[src/rtl/bshift_pkg.sv]
`timescale 1ns/1ps
package bshift_pkg;

    localparam int MAX_SBITS = 8;

    // One entry per stage, in cascade order.
    typedef struct packed {
        logic [3:0]           nstage;
        logic [7:0][1:0]      size;
        logic [7:0][2:0][3:0] bits;
    } plan_t;

    // Stable ascending sort of shift-bit indices by arrival time.
    function automatic logic [7:0][3:0] order_by_arrival(
        input int               sbits,
        input logic [7:0][15:0] arr
    );
        logic [7:0][3:0] ord;
        logic [3:0]      tmp;
        for (int i = 0; i < MAX_SBITS; i++) ord[i] = 4'(i);
        for (int p = 0; p < MAX_SBITS; p++) begin
            for (int q = 1; q < MAX_SBITS; q++) begin
                if (q < sbits && arr[ord[q][2:0]] < arr[ord[q-1][2:0]]) begin
                    tmp      = ord[q];
                    ord[q]   = ord[q-1];
                    ord[q-1] = tmp;
                end
            end
        end
        return ord;
    endfunction

    function automatic int max2(input int a, input int b);
        return (a > b) ? a : b;
    endfunction

    // Fill one stage entry from a run of the ordered bit list.
    function automatic plan_t put_stage(
        input plan_t           pl,
        input int              g,
        input logic [7:0][3:0] ord,
        input int              pos,
        input int              take
    );
        plan_t r;
        int    p1;
        int    p2;
        r  = pl;
        p1 = (pos + 1) % MAX_SBITS;
        p2 = (pos + 2) % MAX_SBITS;
        r.size[g[2:0]]    = 2'(take);
        r.bits[g[2:0]][0] = ord[pos[2:0]];
        r.bits[g[2:0]][1] = (take > 1) ? ord[p1[2:0]] : 4'd0;
        r.bits[g[2:0]][2] = (take > 2) ? ord[p2[2:0]] : 4'd0;
        r.nstage          = r.nstage + 4'd1;
        return r;
    endfunction

    // Greedy grouping from arrival times and per-kind stage delays.
    function automatic plan_t plan_from_timing(
        input int               sbits,
        input logic [7:0][15:0] arr,
        input int               d_one,
        input int               d_two,
        input int               d_three
    );
        plan_t           pl;
        logic [7:0][3:0] ord;
        int pos, take, p1, p2;
        int ti, tj, tk, t_s2, t_s3, t_du, t_tr;
        pl  = '0;
        ord = order_by_arrival(sbits, arr);
        pos = 0;
        for (int g = 0; g < MAX_SBITS; g++) begin
            if (pos < sbits) begin
                take = 1;
                p1   = (pos + 1) % MAX_SBITS;
                p2   = (pos + 2) % MAX_SBITS;
                ti   = int'(arr[ord[pos[2:0]][2:0]]);
                t_s2 = 0;
                t_du = 0;
                if (sbits - pos >= 2) begin
                    tj   = int'(arr[ord[p1[2:0]][2:0]]);
                    t_s2 = max2(ti + d_one, tj) + d_one;
                    t_du = max2(ti, tj) + d_two;
                    if (t_du < t_s2) take = 2;
                end
                if (sbits - pos >= 3) begin
                    tk   = int'(arr[ord[p2[2:0]][2:0]]);
                    t_s3 = max2(t_s2, tk) + d_one;
                    t_tr = tk + d_three;
                    if (t_tr < t_s3 && 2 * t_tr < 2 * t_du + d_two) take = 3;
                end
                pl  = put_stage(pl, g, ord, pos, take);
                pos = pos + take;
            end
        end
        return pl;
    endfunction

    // Grouping listed by hand: bit order plus group sizes (0 ends the list).
    function automatic plan_t plan_from_list(
        input int              sbits,
        input logic [7:0][3:0] ord,
        input logic [7:0][1:0] sizes
    );
        plan_t pl;
        int    pos;
        int    take;
        pl  = '0;
        pos = 0;
        for (int g = 0; g < MAX_SBITS; g++) begin
            if (pos < sbits && sizes[g] != 2'd0) begin
                take = int'(sizes[g]);
                pl   = put_stage(pl, g, ord, pos, take);
                pos  = pos + take;
            end
        end
        return pl;
    endfunction

endpackage

[src/rtl/bshift_stage.sv]
`timescale 1ns/1ps
// One stage of the chain: NSEL shift bits resolved by a 2^NSEL-way
// selector per output bit. Out-of-range sources are tied to 0.
module bshift_stage #(
    parameter int WIDTH       = 16,
    parameter int NSEL        = 1,
    parameter bit SHIFT_RIGHT = 1'b0,
    parameter int STEP0       = 1,
    parameter int STEP1       = 0,
    parameter int STEP2       = 0
) (
    input  logic [WIDTH-1:0] din,
    input  logic [NSEL-1:0]  sel,
    output logic [WIDTH-1:0] dout
);

    localparam int NWAY = 1 << NSEL;

    function automatic int code_offset(input int code);
        int acc;
        acc = 0;
        if (code[0])             acc = acc + STEP0;
        if (NSEL > 1 && code[1]) acc = acc + STEP1;
        if (NSEL > 2 && code[2]) acc = acc + STEP2;
        return acc;
    endfunction

    for (genvar b = 0; b < WIDTH; b++) begin : g_bit
        logic [NWAY-1:0] cand;
        for (genvar c = 0; c < NWAY; c++) begin : g_way
            localparam int OFF = code_offset(c);
            localparam int SRC = SHIFT_RIGHT ? (b + OFF) : (b - OFF);
            if (SRC >= 0 && SRC < WIDTH) begin : g_src
                assign cand[c] = din[SRC];
            end else begin : g_zero
                assign cand[c] = 1'b0;
            end
        end
        assign dout[b] = cand[sel];
    end

endmodule

[src/rtl/bshift_merged.sv]
`timescale 1ns/1ps
module bshift_merged
    import bshift_pkg::*;
#(
    parameter int               WIDTH        = 16,
    parameter int               SHW          = $clog2(WIDTH),
    parameter bit               SHIFT_RIGHT  = 1'b0,
    parameter bit               AUTO_PLAN    = 1'b1,
    parameter logic [7:0][15:0] ARRIVAL      = '0,
    parameter int               DELAY_SINGLE = 10,
    parameter int               DELAY_DUAL   = 14,
    parameter int               DELAY_TRIPLE = 18,
    parameter logic [7:0][3:0]  MAN_ORDER    = {4'd7, 4'd6, 4'd5, 4'd4, 4'd3, 4'd2, 4'd1, 4'd0},
    parameter logic [7:0][1:0]  MAN_SIZE     = {8{2'd1}}
) (
    input  logic [WIDTH-1:0] data_in,
    input  logic [SHW-1:0]   shamt,
    output logic [WIDTH-1:0] data_out
);

    localparam plan_t PLAN = AUTO_PLAN
        ? plan_from_timing(SHW, ARRIVAL, DELAY_SINGLE, DELAY_DUAL, DELAY_TRIPLE)
        : plan_from_list(SHW, MAN_ORDER, MAN_SIZE);
    localparam int NSTAGE = int'(PLAN.nstage);

    // chain[0] is the input word, chain[NSTAGE] the result.
    logic [NSTAGE:0][WIDTH-1:0] chain;

    assign chain[0] = data_in;

    for (genvar g = 0; g < NSTAGE; g++) begin : g_stage
        localparam int SZ = int'(PLAN.size[g]);
        localparam int B0 = int'(PLAN.bits[g][0]);
        localparam int B1 = (SZ > 1) ? int'(PLAN.bits[g][1]) : 0;
        localparam int B2 = (SZ > 2) ? int'(PLAN.bits[g][2]) : 0;

        logic [SZ-1:0] sel_d;
        for (genvar m = 0; m < SZ; m++) begin : g_sel
            assign sel_d[m] = shamt[int'(PLAN.bits[g][m])];
        end

        bshift_stage #(
            .WIDTH      (WIDTH),
            .NSEL       (SZ),
            .SHIFT_RIGHT(SHIFT_RIGHT),
            .STEP0      (1 << B0),
            .STEP1      ((SZ > 1) ? (1 << B1) : 0),
            .STEP2      ((SZ > 2) ? (1 << B2) : 0)
        ) u_stage (
            .din (chain[g]),
            .sel (sel_d),
            .dout(chain[g+1])
        );
    end

    assign data_out = chain[NSTAGE];

endmodule

[config.mk]
export PLATFORM = sky130hd
export DESIGN_NAME = bshift_merged
export DESIGN_NICKNAME = d
export VERILOG_FILES = /design/src/rtl/bshift_pkg.sv /design/src/rtl/bshift_stage.sv /design/src/rtl/bshift_merged.sv
export SDC_FILE = /design/constraint.sdc
export NUM_CORES = 1
export LEC_CHECK = 0
export ABC_AREA = 1
export CAP_MARGIN = 20
export CORE_UTILIZATION = 48
export DETAILED_ROUTE_END_ITERATION = 8
export PLACE_DENSITY_LB_ADDON = 0.3
export SLEW_MARGIN = 10
export SYNTH_ARGS = -nofsm -noshare
export SYNTH_HDL_FRONTEND = slang
export SYNTH_HIERARCHICAL = 1
export SYNTH_SLANG_ARGS = --single-unit
[constraint.sdc]
create_clock -name vclk -period 1.8
set_input_delay 0.18 -clock vclk [all_inputs]
set_output_delay 0.18 -clock vclk [all_outputs]
set_load 0.05 [all_outputs]
# ---- After elaboration in Yosys (flattened, before gate mapping)
# Cells that the tools add are included.
# Widths: inputs -> output; s select.
dict set report word_totals {
  ff_bits 0
  inputBits 20
  out_inout_bits 16
  elab_cells 66
}
dict set report op_classes {
  n_lt_le_gt_ge 2
  muxes 64
}
# op n
set op_table {}
lappend op_table {{$bmux 1 s3} 16}
lappend op_table {{$mux 1} 48}
lappend op_table {{$lt 3x4->1 const B} 1}
lappend op_table {{$lt 1x2->1 const B} 1}

# ---- Depth between registers and ports, before layout
dict set report depth {
  ltp_word 4
  mapped_depth 9
  mapped_depth_nobuf 7
}

# ---- By module
# Netlist, hierarchy kept.
# mod n_inst cells_each area_each_um2
set by_module_without_submodules {}
lappend by_module_without_submodules {{bshift_stage (g_stage[0].u_stage)} 1 115 629.4}
lappend by_module_without_submodules {{bshift_stage (g_stage[1].u_stage)} 1 43 180.2}

# ---- Worst setup path after synthesis
# Ideal clock, no wire load.
dict set report synth_path {
  kind {input to output}
  start {in shamt[0]}
  end {out data_out[2]}
  arrival_ps 1449
  slack_ps 171
  path_stages 9
  path_buffers 2
  path_cell_list {buf_6 inv_8 buf_12 nand2_2 nand2_2 nand2_1 nor2_1 inv_1 nor2_1}
}
# item line
set synth_rtl {}
lappend synth_rtl {{from (decl)} bshift_merged.sv:17} ;# input logic [SHW-1:0] shamt,
lappend synth_rtl {{to (decl)} bshift_merged.sv:18} ;# output logic [WIDTH-1:0] data_out

==> results by group <==
Status
  • Status: finished clean

Placement
  • Placed cells: ~210
  • Setup WS pre-CTS: -0.0451 ns
  • Detailed Place HPWL: 2230 um
  • RePlAce Congestion: 0.915
  • Placed inst area: 1310 um^2
  • IO Port Bufs: 36

Timing
  • Fin crit share: 97.8%
  • Actual slew at the worst max-slew pin: 0.385 ns
  • Final hold vios: 0
  • Max-slew violation count: 0
  • Crit path time final: 1.76 ns
  • # setup viols final: 0
  • Max Fclk: 0.568 GHz
  • Final worst slack: 0.0404 ns
  • Relative slew margins: 74.3%
  • Final hold slack: around 1.1 ns
  • Setup_tns: 0 ns

Cells and area
  • Seq. cell area: 0 um^2
  • Final Non-Filler Cells: approximately 210
  • Clock buffer count: 0
  • Commonest non-fill, non-tap cells in the layout: 63 x nand2_1, 45 x nand3_1, 18 x buf_12, 18 x clkdlybuf4s50_1, 9 x inv_1
  • Multi-input gate area: between 600 and 700 um^2
  • P&R area growth vs syn: 67.7%
  • Share of cells above drive strength 1: 23.6%
  • Final core utilization: 88.1%
  • Filler cells: 77
  • Antenna Cells: 0
  • Fin area: 1360 um^2
  • Post-layout net count: about 210
  • Commonest non-fill, non-tap cell in the layout: nand2_1
  • Num sequential: 0

Pwr
  • P per Cell Area: 384 nW/um^2
  • Total Power: 0.522 mW
  • Worst IR Drop VDD: 0.260 mV
  • Clock share of power: 0%
  • Gate power share: 100.0%
  • Seq pwr share: 0%
  • P_int: ~0.23 mW
  • Pleak: about 0.70 nW
  • Sw frac: 55.9%
  • Switching power of the nets: 0.291 mW

Drt
  • WL/cell: 14.7 um
  • Number of DRC markers in iteration 0: 81
  • ANT nets after route: 0
  • Vias/cell: 6.00
  • Vias: 1241
  • DRC: 0
  • Drt pass-1 iters: 5
  • Total wire length: roughly 3000 um

Global route
  • Initial antenna violation count: 0
  • Total gr overflow: 0
  • Largest net degree at the start of global routing: 18
  • First-pass GRT wire length: 4980 um
  • Vias in the first global route: 1183
  • Total GRT Usage: approximately 34%

Floorplan
  • Initial core utilization: 52.5%
  • DIE WIDTH: between 40 and 50 um
  • Number of I/O pins: 36
  • Row cnt: 14
  • Die height: 43.1 um
  • Die area: between 1500 and 2000 um^2
  • Core area: 1540 um^2

Logic synthesis
  • Post-synthesis cell type count: 17
  • Seq/Total Area, Yosys: 0%
  • Mapped Cells: ~160
  • Synth Cell Area: 810 um^2
  • Synth warn: 6
  • Mapped Nets: 178
  • Synthesized area per cell: 5.12 um^2

Critical path
  • Setup crit start kind: input pin
  • Largest fanout on the critical path: 2
  • Crit Path Class: input pin to output pin
  • Crit path arrival time: ~1.6 ns
  • Worst endpoint required time: 1.62 ns
  • Critical Path End Type: output pin

Clock tree
  • CTS Hold Bufs: 0

Run
  • Max-cap violation count: 0

Worst hold path
  • Hold crit path type: input pin to output pin
## synthesized netlist by cell type
master / n / area, um^2
inv_4: 1 / 6.26
buf_8: 2 / 30.0
nand2_1: 63 / 236
buf_6: 3 / 33.8
inv_1: 9 / 33.8
nand3_1: 45 / 225
nand4_1: 1 / 6.26
nor2_1: 11 / 41.3
nor3_1: 1 / 5.00
inv_2: 1 / 3.75
buf_4: 2 / 15.0
buf_12: 1 / 20.0
nand2_4: 4 / 45.0
inv_8: 1 / 11.3
nand2_2: 5 / 31.3
buf_2: 3 / 15.0
nand3_2: 5 / 50.1
## final timing paths
kind / slack [ns] / end / cells after the start / startpoint
worst min-delay path: 1.08 / data_out[1] / 7 / shamt[1]
worst max-delay path: 0.04 / data_out[2] / 8 / data_in[1]
## what timing repair did
action / in CTS / in global routing
gates cloned: 1 / 0
endpoints found under the setup margin: 11 / 13
resized for setup: 3 / 3
pin swaps: 0 / 0
buffers inserted: 1 / 0
## worst max-delay path, cell delays in order
cell and delay (ns):
clkdlybuf4s50_1 0.59, nand2_1 0.15, nand3_2 0.11, nand2_1 0.05, nor2_1 0.15, inv_1 0.07
nor2_2 0.13, buf_12 0.15
## routing by layer
metal,GRT usage (%),vias to the layer above,share of wire [%]
li1,-,578,-
met1,38.2,544,36
met2,63.0,93,49
met3,4.26,26,9.6
met4,13.9,0,4.8
met5,0,-,0
## final cells by class
type,instances,area share [%]
multi-input combinational,135,47.9
tap,16,1.47
inverter,12,4.06
timing repair buffer,44,46.5
## power groups by stage
stage          clock (mW)  combinational, mW  sequential [mW]
3_5_place_dp            0              0.499                0
4_1_cts                 0              0.512                0
6_report                0              0.522                0
3_3_place_gp            0              0.484                0
2_1_floorplan           0              0.285                0
5_1_grt                 0              0.550                0
## logic make-up (layout without fill, tap and decap cells)
group	Yosys count	count (layout)	synth area share, %
simple gates	135	135	79.1
buf+inv	23	56	20.9
Note: power is estimated with default switching activity, not from simulation.
